<file path="src/rtl/vdp_host_pkg.sv">
package vdp_host_pkg;

    localparam int DW       = 8;
    localparam int HOST_AW  = 16;
    localparam int VRAM_AW  = 14;
    localparam int NUM_CREG = 8;
    localparam int CREG_IW  = $clog2(NUM_CREG);
    localparam logic [HOST_AW-1:0] STAT_OFS = 16'd2;

    typedef enum logic [1:0] {
        CMD_NONE  = 2'd0,
        CMD_REG   = 2'd1,
        CMD_WADDR = 2'd2,
        CMD_RADDR = 2'd3
    } cmd_kind_e;

    typedef enum logic [1:0] {
        OP_IDLE  = 2'd0,
        OP_FETCH = 2'd1,
        OP_WRITE = 2'd2
    } mem_op_e;

    typedef struct packed {
        cmd_kind_e            kind;
        logic [VRAM_AW-1:0]   addr;
        logic [CREG_IW-1:0]   idx;
        logic [DW-1:0]        data;
    } cmd_t;

    typedef struct packed {
        logic data_rd;
        logic data_wr;
        logic stat_rd;
        logic ctrl_wr;
    } port_hit_t;

    // Decode a completed byte pair: lo arrived first, hi second.
    function automatic cmd_t build_cmd(input logic [DW-1:0] lo, input logic [DW-1:0] hi);
        cmd_t c;
        c.data = lo;
        c.idx  = hi[CREG_IW-1:0];
        c.addr = {hi[5:0], lo};
        if (hi[7])
            c.kind = CMD_REG;
        else if (hi[6])
            c.kind = CMD_WADDR;
        else
            c.kind = CMD_RADDR;
        return c;
    endfunction

    function automatic port_hit_t decode_port(
        input logic               en,
        input logic               wr,
        input logic [HOST_AW-1:0] addr,
        input logic [HOST_AW-1:0] rd_base,
        input logic [HOST_AW-1:0] gap
    );
        port_hit_t            h;
        logic [HOST_AW-1:0]   wr_base;
        wr_base   = rd_base + gap;
        h.data_rd = en && !wr && (addr == rd_base);
        h.stat_rd = en && !wr && (addr == rd_base + STAT_OFS);
        h.data_wr = en &&  wr && (addr == wr_base);
        h.ctrl_wr = en &&  wr && (addr == wr_base + STAT_OFS);
        return h;
    endfunction

    function automatic logic [DW-1:0] status_byte(input logic frame_flag);
        return {frame_flag, {(DW-1){1'b0}}};
    endfunction

endpackage

</file>
<file path="src/rtl/vdp_cmd_asm.sv">
module vdp_cmd_asm
    import vdp_host_pkg::*;
(
    input  logic          clk,
    input  logic          rst,
    input  logic          ctrl_wr,
    input  logic          abort,
    input  logic [DW-1:0] wdata,
    output cmd_t          cmd
);

    logic          pend_q;
    logic [DW-1:0] lo_q;

    always_ff @(posedge clk) begin
        if (rst) begin
            pend_q <= 1'b0;
            lo_q   <= '0;
        end else if (abort) begin
            pend_q <= 1'b0;
        end else if (ctrl_wr) begin
            if (!pend_q) begin
                lo_q   <= wdata;
                pend_q <= 1'b1;
            end else begin
                pend_q <= 1'b0;
            end
        end
    end

    always_comb begin
        cmd = build_cmd(lo_q, wdata);
        if (!(ctrl_wr && pend_q))
            cmd.kind = CMD_NONE;
    end

    AST_ABORT_DROPS: assert property (@(posedge clk) disable iff (rst)
        abort |=> (cmd.kind == CMD_NONE));

    AST_FIRST_AFTER_DONE: assert property (@(posedge clk) disable iff (rst)
        (cmd.kind != CMD_NONE) |=> (cmd.kind == CMD_NONE));

endmodule

</file>
<file path="src/rtl/vdp_creg_bank.sv">
module vdp_creg_bank
    import vdp_host_pkg::*;
(
    input  logic                     clk,
    input  logic                     rst,
    input  logic                     wr_en,
    input  logic [CREG_IW-1:0]       idx,
    input  logic [DW-1:0]            data,
    output logic [NUM_CREG*DW-1:0]   regs_flat
);

    for (genvar g = 0; g < NUM_CREG; g++) begin : g_reg
        logic [DW-1:0] r_q;
        always_ff @(posedge clk) begin
            if (rst)
                r_q <= '0;
            else if (wr_en && (idx == CREG_IW'(g)))
                r_q <= data;
        end
        assign regs_flat[g*DW +: DW] = r_q;
    end

    AST_REG_HOLD: assert property (@(posedge clk) disable iff (rst)
        !wr_en |=> $stable(regs_flat));

endmodule

</file>
<file path="src/rtl/vdp_vram_seq.sv">
module vdp_vram_seq
    import vdp_host_pkg::*;
(
    input  logic               clk,
    input  logic               rst,
    input  logic               load_w,
    input  logic               load_r,
    input  logic [VRAM_AW-1:0] new_addr,
    input  logic               data_rd,
    input  logic               data_wr,
    input  logic [DW-1:0]      wdata,
    output logic [DW-1:0]      rbuf,
    output logic               vram_en,
    output logic               vram_we,
    output logic [VRAM_AW-1:0] vram_addr,
    output logic [DW-1:0]      vram_wdata,
    input  logic [DW-1:0]      vram_rdata
);

    mem_op_e            op_q;
    logic [VRAM_AW-1:0] addr_q;
    logic [DW-1:0]      wd_q;
    logic [DW-1:0]      rbuf_q;
    logic               cap_q;
    logic               load;

    assign load = load_w || load_r;

    always_ff @(posedge clk) begin
        if (rst) begin
            op_q   <= OP_IDLE;
            addr_q <= '0;
            wd_q   <= '0;
            rbuf_q <= '0;
            cap_q  <= 1'b0;
        end else begin
            cap_q <= (op_q == OP_FETCH);
            if (cap_q)
                rbuf_q <= vram_rdata;
            if (op_q != OP_IDLE) begin
                addr_q <= addr_q + 1'b1;
                op_q   <= OP_IDLE;
            end
            if (data_wr) begin
                op_q   <= OP_WRITE;
                wd_q   <= wdata;
                rbuf_q <= wdata;
            end else if (data_rd) begin
                op_q <= OP_FETCH;
            end
            if (load) begin
                addr_q <= new_addr;
                op_q   <= load_r ? OP_FETCH : OP_IDLE;
            end
        end
    end

    assign vram_en    = (op_q != OP_IDLE);
    assign vram_we    = (op_q == OP_WRITE);
    assign vram_addr  = addr_q;
    assign vram_wdata = wd_q;
    assign rbuf       = rbuf_q;

    AST_WE_NEEDS_EN: assert property (@(posedge clk) disable iff (rst)
        vram_we |-> vram_en);

    AST_ADDR_STEP: assert property (@(posedge clk) disable iff (rst)
        (vram_en && !load) |=> (vram_addr == $past(vram_addr) + 1'b1));

    AST_RSETUP_FETCH: assert property (@(posedge clk) disable iff (rst)
        load_r |=> (vram_en && !vram_we && vram_addr == $past(new_addr)));

    AST_WRITE_FILLS_BUF: assert property (@(posedge clk) disable iff (rst)
        data_wr |=> (rbuf == $past(wdata)));

endmodule

</file>
<file path="src/rtl/vdp_status_unit.sv">
module vdp_status_unit (
    input  logic clk,
    input  logic rst,
    input  logic frame_tick,
    input  logic stat_rd,
    output logic flag
);

    logic flag_q;

    always_ff @(posedge clk) begin
        if (rst)
            flag_q <= 1'b0;
        else if (frame_tick)
            flag_q <= 1'b1;
        else if (stat_rd)
            flag_q <= 1'b0;
    end

    assign flag = flag_q;

    AST_TICK_SETS: assert property (@(posedge clk) disable iff (rst)
        frame_tick |=> flag);

    AST_READ_CLEARS: assert property (@(posedge clk) disable iff (rst)
        (stat_rd && !frame_tick) |=> !flag);

endmodule

</file>
<file path="src/rtl/vdp_host_port.sv">
module vdp_host_port
    import vdp_host_pkg::*;
#(
    parameter logic [HOST_AW-1:0] RD_BASE  = 16'h8800,
    parameter logic [HOST_AW-1:0] PORT_GAP = 16'h1000
) (
    input  logic                   clk,
    input  logic                   rst,
    input  logic                   host_en,
    input  logic                   host_wr,
    input  logic [HOST_AW-1:0]     host_addr,
    input  logic [DW-1:0]          host_wdata,
    output logic [DW-1:0]          host_rdata,
    output logic                   host_rvalid,
    input  logic                   frame_tick,
    output logic                   irq,
    output logic                   vram_en,
    output logic                   vram_we,
    output logic [VRAM_AW-1:0]     vram_addr,
    output logic [DW-1:0]          vram_wdata,
    input  logic [DW-1:0]          vram_rdata,
    output logic [NUM_CREG*DW-1:0] creg_flat
);

    port_hit_t     hit;
    cmd_t          cmd;
    logic          abort;
    logic          flag;
    logic [DW-1:0] rbuf;
    logic [DW-1:0] rdata_q;
    logic          rvalid_q;

    assign hit   = decode_port(host_en, host_wr, host_addr, RD_BASE, PORT_GAP);
    assign abort = hit.data_rd || hit.data_wr || hit.stat_rd;

    vdp_cmd_asm u_cmd (
        .clk     (clk),
        .rst     (rst),
        .ctrl_wr (hit.ctrl_wr),
        .abort   (abort),
        .wdata   (host_wdata),
        .cmd     (cmd)
    );

    vdp_creg_bank u_creg (
        .clk       (clk),
        .rst       (rst),
        .wr_en     (cmd.kind == CMD_REG),
        .idx       (cmd.idx),
        .data      (cmd.data),
        .regs_flat (creg_flat)
    );

    vdp_vram_seq u_seq (
        .clk        (clk),
        .rst        (rst),
        .load_w     (cmd.kind == CMD_WADDR),
        .load_r     (cmd.kind == CMD_RADDR),
        .new_addr   (cmd.addr),
        .data_rd    (hit.data_rd),
        .data_wr    (hit.data_wr),
        .wdata      (host_wdata),
        .rbuf       (rbuf),
        .vram_en    (vram_en),
        .vram_we    (vram_we),
        .vram_addr  (vram_addr),
        .vram_wdata (vram_wdata),
        .vram_rdata (vram_rdata)
    );

    vdp_status_unit u_stat (
        .clk        (clk),
        .rst        (rst),
        .frame_tick (frame_tick),
        .stat_rd    (hit.stat_rd),
        .flag       (flag)
    );

    always_ff @(posedge clk) begin
        if (rst) begin
            rvalid_q <= 1'b0;
            rdata_q  <= '0;
        end else begin
            rvalid_q <= hit.data_rd || hit.stat_rd;
            if (hit.data_rd)
                rdata_q <= rbuf;
            else if (hit.stat_rd)
                rdata_q <= status_byte(flag);
        end
    end

    assign host_rdata  = rdata_q;
    assign host_rvalid = rvalid_q;
    assign irq         = flag;

    AST_RVALID_SRC: assert property (@(posedge clk) disable iff (rst)
        host_rvalid |-> $past(host_en && !host_wr &&
            (host_addr == RD_BASE || host_addr == RD_BASE + STAT_OFS)));

    AST_NO_STRAY_ACCESS: assert property (@(posedge clk) disable iff (rst)
        (host_en && host_addr != RD_BASE + PORT_GAP) |=> !vram_we);

endmodule

</file>
<file path="config.mk">
export PLATFORM = sky130hd
export DESIGN_NAME = vdp_host_port
export DESIGN_NICKNAME = d
export VERILOG_FILES = /design/src/rtl/vdp_host_pkg.sv /design/src/rtl/vdp_cmd_asm.sv /design/src/rtl/vdp_creg_bank.sv /design/src/rtl/vdp_vram_seq.sv /design/src/rtl/vdp_status_unit.sv /design/src/rtl/vdp_host_port.sv
export SDC_FILE = /design/constraint.sdc
export NUM_CORES = 1
export LEC_CHECK = 0
export ABC_AREA = 1
export BUFFER_PORTS_ARGS = -buffer_cell sky130_fd_sc_hd__buf_4
export CAP_MARGIN = 25
export CORE_MARGIN = 5
export CORE_UTILIZATION = 30
export CTS_CLUSTER_DIAMETER = 120
export DETAILED_ROUTE_END_ITERATION = 12
export HOLD_SLACK_MARGIN = 0.05
export SYNTH_ARGS = -nofsm -noshare
export SYNTH_HDL_FRONTEND = slang
export SYNTH_SLANG_ARGS = --single-unit
</file>
<file path="constraint.sdc">
create_clock -name clk -period 1.33 [get_ports clk]
set_input_delay 0.133 -clock clk [delete_from_list [all_inputs] [get_ports clk]]
set_output_delay 0.133 -clock clk [all_outputs]
set_load 0.02 [all_outputs]
</file>
# [Word level (Yosys, flattened, before mapping)]
# Cells that the tools add are included.
[classes] mux=17 n_eq_ne=16 addsub=1 n_reduce_logical=29 bitwise=2
[ops] operator="$eq 16x16->1 const B" n=4
[ops] operator="$mux 8" n=4
[ops] operator="$mux 14" n=2
[ops] operator="$logic_and 1x1->1" n=15
[ops] operator="$add 14x1->14 const B" n=1
[ops] operator="$eq 3x3->1 const B" n=4
[ops] operator="$mux 2" n=6
[ops] operator="$reduce_bool 2->1" n=5
[ops] operator="$eq 2x2->1 const B" n=3
[ops] operator="$eq 3x2->1 const B" n=2
[ops] operator="$mux 1" n=5
[ops] operator="$eq 2x1->1 const B" n=2
[ops] operator="$logic_or 1x1->1" n=4
[ops] operator="$reduce_bool 4->1" n=1
[ops] operator="$eq 3x1->1 const B" n=1
[ops] operator="$logic_not 3->1" n=1
[ops] operator="$reduce_and 3->1" n=1
[ops] operator="$not 1->1" n=2
[ops] operator="$reduce_or 2->1" n=1
[ops] operator="$logic_not 1->1" n=1
[totals] elab_cells=83 out_inout_bits=98 regBits=116

# [Logic depth before layout (Yosys ltp)]
# Gate-level depths: netlist of the first run.
[depth] ltp_word=7 depth_mapped=11 ltp_nobuf=11

# [Cells and area by module]
# From an unflattened synthesis of the first run, not the netlist that was laid out.
[hier_totals] cells_unflattened=810 area_unflattened_um2=5559.1
[modules_own_cells] mod="vdp_creg_bank" cells_per_inst=368 instances=1 area_each_um2=2543.7
[modules_own_cells] mod="vdp_vram_seq" cells_per_inst=260 instances=1 area_each_um2=1803.0
[modules_own_cells] mod="vdp_host_port" cells_per_inst=99 instances=1 area_each_um2=624.3
[modules_own_cells] mod="vdp_cmd_asm" cells_per_inst=78 instances=1 area_each_um2=548.0
[modules_own_cells] mod="vdp_status_unit" cells_per_inst=5 instances=1 area_each_um2=40.0

# [Least setup slack after synthesis of the first run]
# Ideal clock, no wire load.
[synth_path] kind="register to register" start="register u_seq.addr_q[0], in the netlist u_seq.vram_addr[0]" end="register u_seq.addr_q[8], in the netlist u_seq.vram_addr[8]" setup_time_ns=0.110 period_less_slack_ns=1.617 t_arrival_ns=1.507 slack_ns=-0.287 stages_incl_launch_ff=10 cell_sequence="dfxtp_1 -> ha_1 -> nand2_1 -> nor2_1 -> nand2_1 -> xor2_1 -> nand3_1 -> nand3_1 -> nand2_1 -> inv_1"
[synth_via] elab_chain_len=3
[synth_lines] element="start, declared" line="vdp_vram_seq.sv:21" text="logic [VRAM_AW-1:0] addr_q;"
[synth_lines] element="start signal, assigned" line="vdp_vram_seq.sv:41" text="addr_q <= addr_q + 1'b1;"
[synth_lines] element="start signal, assigned" line="vdp_vram_seq.sv:52" text="addr_q <= new_addr;"
[synth_lines] element="$add 14x1->14" line="vdp_vram_seq.sv:41"
[synth_lines] element="$mux 14" line="vdp_vram_seq.sv:40" text="if (op_q != OP_IDLE) begin"
[synth_lines] element="$mux 14" line="vdp_vram_seq.sv:51" text="if (load) begin"
# No other way between the ends. The select of a mux whose other input is x is not followed.
# A chain may end at the register's enable or synchronous reset.

# [Final worst setup path of the first run]
[layout_path] start="register u_cmd.pend_q" end="register u_cmd.lo_q[5]"
[layout_via] elab_chain_len=2
[layout_lines] element="start, declared" line="vdp_cmd_asm.sv:12" text="logic pend_q;"
[layout_lines] element="start signal, assigned" line="vdp_cmd_asm.sv:17" text="pend_q <= 1'b0;"
[layout_lines] element="start signal, assigned" line="vdp_cmd_asm.sv:20" text="pend_q <= 1'b0;"
[layout_lines] element="start signal, assigned" line="vdp_cmd_asm.sv:24" text="pend_q <= 1'b1;"
[layout_lines] element="$not 1->1 (no line)"
[layout_lines] element="$reduce_and 3->1 (no line)"
[layout_lines] element="end signal, assigned" line="vdp_cmd_asm.sv:23" text="lo_q <= wdata;"
[layout_lines] element="end, declared" line="vdp_cmd_asm.sv:13" text="logic [DW-1:0] lo_q;"
# No other way between the ends.

==> results.toml, run 1 <==
[run_status]
status = "completed"

[drt]
drt-total-wl_um = 17000
ant_nets = 0
drc = 0
drt_iter0_drc = 420
viasPerCell = 4.67
vias = 5450
routedWlPerCell_um = 14.6
dr.pass1.iters = 5

[worst_setup_path]
cp_data_arrival_time_ns = 1.68
worstPathRequired_ns = 1.68
timing.critical_path.mode_cell = "buf_4"
cp-start-kind = "flip-flop"
cp_max_fo = 10
critPathBufInv = 4
crit_type = "reg -> reg"
slowest_stage = "dfxtp_4"
critPathMaxStageDelay_ns = 0.35
cp-end-kind = "flip-flop"
path_delay_family = "buffers and inverters"
crit_path_cell_trace = "buf_4 > buf_4 > nand3b_1 > buf_6 > buf_4 > a21oi_1"

[job]
max_cap_viol_count = 0

[sta]
timing.hold.ws_ns = 0.0824
period_share_pct = 99.9
finalSetupViolCount = 0
skew_ns = 0.00606
slew_violations = 0
fin_crit_ns = 1.33
finalHoldViolCount = 0
slew_headroom_pct = 66.8
max_freq_mhz = 753
rsz0062_at_grt = "true"
tightest_slew_ns = 0.495

[synthesis]
ys_ff_latch = 116
netlist_top_cells_count = "nand2_1, nand3_1, dfxtp_1"
synth_top_flop_cell = "dfxtp_1"
syn_nets = 773
yosysWarnings = 0
synth_top_area_share_pct = 44.7
synthDistinctLibCells = 28
async_flop_share_pct = 0
ys_seq_area_share_pct = 44.7
synth_area_leaders = "dfxtp_1, nand3_1, nand2_1, a21oi_1, nor2_1"
post-synth-top-count-cell = "nand2_1"
synth_cells = 735
synth_edf_count = 0
syn_area_per_cell_um2 = 7.07
synthesis.area_mm2 = 0.00519
synth_largest_area_cell = "dfxtp_1"

[placed_design]
io_buffer_count = 134
dpl-instance-area_mm2 = 0.00683
gp_congestion = 0.809
dpl.hpwl_um = 11500

[floorplan]
die_h_um = 142
row_count = 48
start_util_pct = 30.3
ios = 135
dieArea_mm2 = 0.0200
die_w_um = 142
coreArea_mm2 = 0.0171

[clock_tree]
htree_levels = 4
clockBufferDepth = 2
cts-root-buf = "clkbuf_16"
clkLatencyLatePin_ns = 0.42
cts_buffers = 17
cts.sinks = 116
cts_tree = "built"
path_clk_slew_ns = 0.06

[grt]
first_global_vias = 5012
overflow = 0
grt_max_degree = 54
grt_pass1_wl_um = 26400
grtUsageTotal_pct = 16.7
grt_antenna_before_repair = 0

[power]
power.density_mw_per_mm2 = 1040
power_leakage_nw = 3.52
ir_worst_vdd_v = 0.000933

[final_layout]
n_antenna_cell = 0
final_area_mm2 = 0.00789
regArea_mm2 = 0.00235
fill_cells = 1716
syn_to_final_growth_pct = 51.9
multi_input_comb_area_mm2 = 0.00258
layout-drive-gt1-share_pct = 30.5
nets = 968

[min_path]
holdCritPathClass = "in -> reg"
per-stage QoR:
stage                     setup WS (ns)  util, %  power, W  std cells  setup TNS [ns]
after global placement           -0.261     39.9   0.00393       1108          -19.42
after global routing            -0.0897     46.1   0.00847       1167          -0.452
final                           0.00143     46.1   0.00820       1167               0
after floorplan                 -0.0196        -   0.00373        735          -0.502
after CTS                      0.000520     44.1   0.00827       1153               0
after detailed placement         -0.261     39.9   0.00393       1108          -20.56
cells in the final DEF (no fill, tap or decap), types with 4 or more instances in the layout:
master           n
dfxtp_1        105
nand3_2         16
nor2_4           5
nand2_1        158
clkbuf_16       21
xor2_1           8
clkinv_1         7
a31oi_1          8
buf_12          11
nand3_1        113
dfxtp_2          7
a21oi_1         90
nand4_1          4
nor2_1          92
o21ai_0          7
dlygate4sd3_1   14
nor2_2           6
dfxtp_4          4
buf_4          186
inv_1           38
buf_6            6
path summary, 6_finish.rpt:
path	startpoint	end	slack, ns	cells past startpoint
setup / recovery	u_cmd.pend_q$_SDFFE_PP0P_	u_cmd.lo_q[5]$_SDFFE_PP0P_	0.001	6
setup reg to reg	u_cmd.pend_q$_SDFFE_PP0P_	u_cmd.lo_q[5]$_SDFFE_PP0P_	0.001	6
hold reg to reg	host_rdata[2]$_SDFFE_PP0P_	host_rdata[2]$_SDFFE_PP0P_	0.46	2
hold / removal	host_wdata[1]	u_seq.vram_wdata[1]$_SDFFE_PP0P_	0.08	3
area by class of cell:
type / count / area share (%)
inverters: 49 / 2.47
clock inverters: 8 / 0.984
flip-flops and latches: 116 / 29.7
well taps: 225 / 3.57
clock buffers: 23 / 6.06
repair buffers: 221 / 24.4
multi-input cells: 525 / 32.8
sequential cells by signal (all words and copies together) (netlist names):
name / count
host_rvalid: 1
host_rdata: 8
u_seq.rbuf: 8
u_seq.cap_q: 1
u_seq.op_q: 2
u_seq.vram_wdata: 8
u_seq.vram_addr: 14
u_cmd.lo_q: 8
u_stat.flag: 1
u_creg.g.r_q: 64
u_cmd.pend_q: 1
repair_timing:
action | in CTS | in global routing
setup buffers | 0 | 10
pin swaps | 3 | 19
hold buffers | 14 | 0
hold endpoints to repair | 20 | 0
resized for setup | 7 | 40
setup endpoints to repair | 7 | 78
gates cloned | 0 | 5
metal layers:
| layer | GRT usage (%) | up-vias | share of wire, % |
|---|---|---|---|
| li1 | - | 2810 | - |
| met1 | 22.2 | 2499 | 47 |
| met2 | 26.0 | 118 | 47 |
| met3 | 4.38 | 23 | 4.2 |
| met4 | 6.06 | 0 | 1.8 |
| met5 | 0 | - | 0 |
kinds of logic after synthesis:
family / share of synthesized area [%]
simple gates: 34.2
fa+ha+maj: 0.241
compound gates: 10.7
flops: 44.7
xor+xnor: 1.52
buf+inv: 8.60
power by group:
group,leakage [nW],internal [W],switching (W)
combinational,2.31,0.000180,0.000233
sequential,0.941,0.00347,0.00000173
clock,0.269,0.00269,0.00162
tightest hold or removal path, cell delays in order:
cell,delay [ns]
buf_4,0.15
nand2_1,0.10
a21oi_1,0.07
Note: power is estimated with default switching activity, not from simulation.
==> inputs of run 2 (changes only) <==
--- a/config.mk
+++ b/config.mk
@@ -13,6 +13,7 @@
 export CTS_CLUSTER_DIAMETER = 120
 export DETAILED_ROUTE_END_ITERATION = 12
 export HOLD_SLACK_MARGIN = 0.05
+export RECOVER_POWER = 100
 export SYNTH_ARGS = -nofsm -noshare
 export SYNTH_HDL_FRONTEND = slang
 export SYNTH_SLANG_ARGS = --single-unit
==> results.toml, run 2 (synthesized netlist as in run 1, its figures left out) <==
[final_layout]
final_common_cell = "nand2_1"
regMostFlops = "u_creg.g.r_q"
nets = 968
layout-drive-gt1-share_pct = 23.2
finalCoreUtilization_pct = 44.6
n_antenna_cell = 0
largest_reg_flops = 64
mostFrequentLayoutCells = "nand2_1, buf_4, nand3_1"
final_area_mm2 = 0.00764
fill_cells = 1769
syn_to_final_growth_pct = 47.0

[grt]
grtUsageTotal_pct = 16.7
grt_antenna_before_repair = 0
first_global_vias = 5012
grt_max_degree = 54
grt_pass1_wl_um = 26400
overflow = 0

[floorplan]
die_h_um = 142
dieArea_mm2 = 0.0200
coreArea_mm2 = 0.0171
row_count = 48
die_w_um = 142
ios = 135
start_util_pct = 30.3

[placed_design]
dpl-instance-area_mm2 = 0.00683
dpl.hpwl_um = 11500
gp_congestion = 0.809
io_buffer_count = 134

[drt]
viasPerCell = 4.69
drc = 0
drt-total-wl_um = 17000
dr.pass1.iters = 5
vias = 5474
ant_nets = 0
routedWlPerCell_um = 14.6
drt_iter0_drc = 415

[worst_setup_path]
crit_path_cell_trace = "buf_4 > buf_4 > nand3b_1 > buf_6 > buf_4 > a21oi_1"
cp-start-kind = "flip-flop"
critPathMaxStageDelay_ns = 0.35
cp-end-kind = "flip-flop"
cp_data_arrival_time_ns = 1.67
slowest_stage = "dfxtp_4"
timing.critical_path.mode_cell = "buf_4"
worstPathRequired_ns = 1.68
path_delay_family = "buffers and inverters"
crit_type = "reg -> reg"
timing.critical_path.from = "u_cmd.pend_q$_SDFFE_PP0P_"
critPathBufInv = 4
cp_max_fo = 10
r2r-start = "u_cmd.pend_q$_SDFFE_PP0P_"

[clock_tree]
clkLatencyLatePin_ns = 0.43
cts.sinks = 116
cts_tree = "built"
clockBufferDepth = 2
path_clk_slew_ns = 0.06
cts_buffers = 17
cts-root-buf = "clkbuf_16"
htree_levels = 4

[sta]
rsz0062_at_grt = "true"
max_freq_mhz = 753
slew_headroom_pct = 68.1
slew_violations = 0
finalSetupViolCount = 0
fin_crit_ns = 1.33
finalHoldViolCount = 0
period_share_pct = 99.9
tightest_slew_ns = 0.476
skew_ns = 0.00807

[power]
ir_worst_vdd_v = 0.000930
power.density_mw_per_mm2 = 1070
power_leakage_nw = 3.24

[job]
max_cap_viol_count = 0

[min_path]
hold_start = "host_wdata[1]"
holdCritPathClass = "in -> reg"

[run_status]
status = "completed"
## run 2: timing repair
action	in CTS	in global routing
gates cloned	0	5
pin swaps	3	19
buffers inserted	0	10
gates resized for setup	7	40
endpoints found under the hold margin	20	0
hold buffers	14	0
setup endpoints to repair	7	78
## run 2: final timing paths
check / to / slack, ns / cells after the start
worst max register to register: u_cmd.lo_q[5]$_SDFFE_PP0P_ / 0.002 / 6
worst min register to register: host_rdata[2]$_SDFFE_PP0P_ / 0.46 / 2
worst min-delay path: u_seq.vram_wdata[1]$_SDFFE_PP0P_ / 0.08 / 3
worst max-delay path: u_cmd.lo_q[5]$_SDFFE_PP0P_ / 0.002 / 6
## run 2: cell type report
type	count	area (um2)	area share (%)
clock buffers	23	478	6.26
clock inverters	8	77.6	1.02
inverters	49	195	2.56
multi-input cells	525	2580	33.8
flip-flops and latches	116	2340	30.7
well taps	225	282	3.69
repair buffers	221	1680	22.0
## run 2: power breakdown
part | switching, W | internal [W]
registers | 0.00000170 | 0.00347
logic | 0.000233 | 0.000178
clock network | 0.00162 | 0.00270
total | 0.00185 | 0.00635
## run 2: layer usage
metal  up-vias  share of wire [%]  track usage [%]
li1       2811                  -                -
met1      2520                 46             22.2
met2       120                 48             26.0
met3        23                4.6             4.38
met4         0                1.8             6.06
met5         -                  0                0
## run 2: metrics by stage
stage / hold WS, ns / setup TNS (ns) / std cells / worst slack (ns) / total power, W
after detailed placement: 0.351 / -20.56 / 1108 / -0.261 / 0.00393
final: 0.0824 / 0 / 1167 / 0.00163 / 0.00820
after global routing: 0.110 / -0.459 / 1167 / -0.0897 / 0.00847
after CTS: 0.0794 / 0 / 1153 / 0.000520 / 0.00827
after global placement: 0.342 / -19.42 / 1108 / -0.261 / 0.00393
after floorplan: 0.250 / -0.502 / 735 / -0.0196 / 0.00373
## run 2: worst register-to-register path: cells and delay by family (launching register included)
family          cells  cell delay (ns)
buf+inv             4             0.57
flops               1             0.35
simple gates        1             0.18
compound gates      1             0.16
==> inputs of run 3 (changes only) <==
--- a/config.mk
+++ b/config.mk
@@ -12,6 +12,7 @@
 export CORE_UTILIZATION = 30
 export CTS_CLUSTER_DIAMETER = 120
 export DETAILED_ROUTE_END_ITERATION = 12
+export GPL_TIMING_DRIVEN = 0
 export HOLD_SLACK_MARGIN = 0.05
 export RECOVER_POWER = 100
 export SYNTH_ARGS = -nofsm -noshare
==> results.toml, run 3 (synthesized netlist as in run 1, its figures left out) <==
[final_layout]
regMostFlops = "u_creg.g.r_q"
fin_cells = 1160
final_common_cell = "nand2_1"
n_antenna_cell = 0
final_area_mm2 = 0.00775
largest_reg_flops = 64
nets = 962
mostFrequentLayoutCells = "nand2_1, buf_4, dfxtp_1"
fill_cells = 1792
finalCoreUtilization_pct = 45.3
syn_to_final_growth_pct = 49.3
layout-drive-gt1-share_pct = 30.9

[worst_setup_path]
crit_path_cell_trace = "nand4_4 > buf_12 > nor2_4 > buf_6 > nand3_1 > nand2_1 > nor2_1"
cp_data_arrival_time_ns = 1.67
slowest_stage = "dfxtp_4"
r2r-start = "u_cmd.pend_q$_SDFFE_PP0P_"
worst_r2r_endpoint = "u_creg.g_reg[0].r_q[5]$_SDFFE_PP0P_"
cp-start-kind = "flip-flop"
timing.critical_path.from = "u_cmd.pend_q$_SDFFE_PP0P_"
critPathMaxStageDelay_ns = 0.36
cp_max_fo = 5
worstPathRequired_ns = 1.64
worst-r2r-cell-count = 7
path_delay_family = "simple AND/OR/NAND/NOR gates"
r2r_slack_ns = -0.03
critPathBufInv = 2
crit_type = "reg -> reg"
cp-end-kind = "flip-flop"

[sta]
slew_headroom_pct = 49.1
slew_violations = 0
fin_crit_ns = 1.36
tightest_slew_ns = 0.758
finalSetupViolCount = 15
layout_setup_ws_ns = -0.0346
period_share_pct = 103
finalHoldViolCount = 0
skew_ns = 0.00751
max_freq_mhz = 733
rsz0062_at_grt = "true"
timing.hold.ws_ns = 0.0660

[grt]
gr-usage-met2_pct = 27.2
first_global_vias = 5291
use_met1_pct = 22.5
grt_max_degree = 17
overflow = 0
grt_pass1_wl_um = 27600
grt.busiest_layer = "met2"
grtUsageMet3_pct = 5.09
grt_antenna_before_repair = 0
grtUsageTotal_pct = 17.4

[placed_design]
gp_congestion = 0.843
dp.cells = 1094
io_buffer_count = 134
dpl-instance-area_mm2 = 0.00652
dpl.hpwl_um = 12100

[drt]
viasPerCell = 4.77
ant_nets = 0
drt-total-wl_um = 18200
vias = 5531
drc = 0
routedWlPerCell_um = 15.7
drt_iter0_drc = 458
dr.pass1.iters = 5

[min_path]
hold_depth = 3
holdCritPathClass = "in -> reg"
hold_start = "host_wdata[4]"
hold_end = "u_seq.vram_wdata[4]$_SDFFE_PP0P_"

[floorplan]
start_util_pct = 30.3
ios = 135
dieArea_mm2 = 0.0200
row_count = 48
die_w_um = 142
coreArea_mm2 = 0.0171
die_h_um = 142

[run_status]
status = "complete, but fails checks"
violations = "negative setup slack"

[clock_tree]
cts-root-buf = "clkbuf_16"
path_clk_slew_ns = 0.05
clkLatencyLatePin_ns = 0.41
cts_buffers = 17
cts.sinks = 116
clockBufferDepth = 2
htree_levels = 4
cts_tree = "built"

[power]
power.density_mw_per_mm2 = 1030
power_leakage_nw = 3.36
p_total_w = 0.00798
ir_worst_vdd_v = 0.000917

[job]
max_cap_viol_count = 0
==> run 3: cell types whose count changed in the layout (fill, tap and decap cells not counted), sizes merged <==
| cell | before | now |
|---|---|---|
| nor2 | 105 | 109 |
| dlygate4sd3 | 14 | 12 |
| buf | 135 | 176 |
| clkbuf | 95 | 49 |
| bufinv | 1 | 0 |
| clkinv | 13 | 10 |
==> run 3: what timing repair did <==
| action | CTS | global route |
|---|---|---|
| hold buffers | 12 | 0 |
| buffers inserted | 8 | 4 |
| pin swaps | 8 | 25 |
| gates resized for setup | 33 | 75 |
| setup endpoints to repair | 80 | 78 |
| gates cloned | 8 | 6 |
| hold endpoints to repair | 17 | 0 |
==> run 3: through the flow <==
| step | setup WS (ns) | setup TNS, ns |
|---|---|---|
| 6_report | -0.0346 | -0.210 |
| 5_1_grt | -0.121 | -3.14 |
| 4_1_cts | -0.0399 | -0.418 |
| 3_5_place_dp | -0.471 | -37.05 |
| 3_3_place_gp | -0.465 | -36.18 |
| 2_1_floorplan | -0.0196 | -0.502 |
==> run 3: layout make-up <==
| class | instances | area, um2 | share of cell area [%] |
|---|---|---|---|
| timing repair buffer | 168 | 1340 | 17.3 |
| buffer | 43 | 273 | 3.52 |
| sequential | 116 | 2340 | 30.2 |
| multi-input combinational | 529 | 2800 | 36.1 |
| clock inverter | 4 | 25.0 | 0.323 |
| tap | 225 | 282 | 3.63 |
| clock buffer | 26 | 499 | 6.44 |
| inverter | 49 | 190 | 2.45 |
==> run 3: worst reg2reg max path: stages (launching register included) <==
cell and delay (ns):
dfxtp_4 0.36, nand4_4 0.14, buf_12 0.18, nor2_4 0.21, buf_6 0.16, nand3_1 0.07
nand2_1 0.09, nor2_1 0.04
==> run 3: worst max path at each step <==
stage	slack, ns	cells past startpoint	endpoint
CTS	-0.04	7	u_creg.g_reg[2].r_q[2]$_SDFFE_PP0P_
floorplan	-0.02	8	u_seq.vram_addr[8]$_SDFFE_PP0P_
global placement	-0.46	10	u_seq.vram_addr[13]$_SDFFE_PP0P_
finish	-0.03	7	u_creg.g_reg[0].r_q[5]$_SDFFE_PP0P_
detailed placement	-0.47	10	u_seq.vram_addr[13]$_SDFFE_PP0P_
global route	-0.12	11	u_seq.vram_addr[12]$_SDFFE_PP0P_
==> run 3: report_power, final <==
group	total [W]	switching [W]	internal (W)
Combinational	0.000412	0.000262	0.000150
Clock	0.00409	0.00155	0.00255
Sequential	0.00348	0.00000155	0.00347
Total	0.00798	0.00181	0.00617
==> run 3: routing by layer <==
| layer | wire length (um) | part of all wire [%] |
|---|---|---|
| met2 | 8500 | 47 |
| met4 | 376 | 2.1 |
| met5 | 0 | 0 |
| met1 | 8260 | 45 |
| met3 | 1040 | 5.7 |
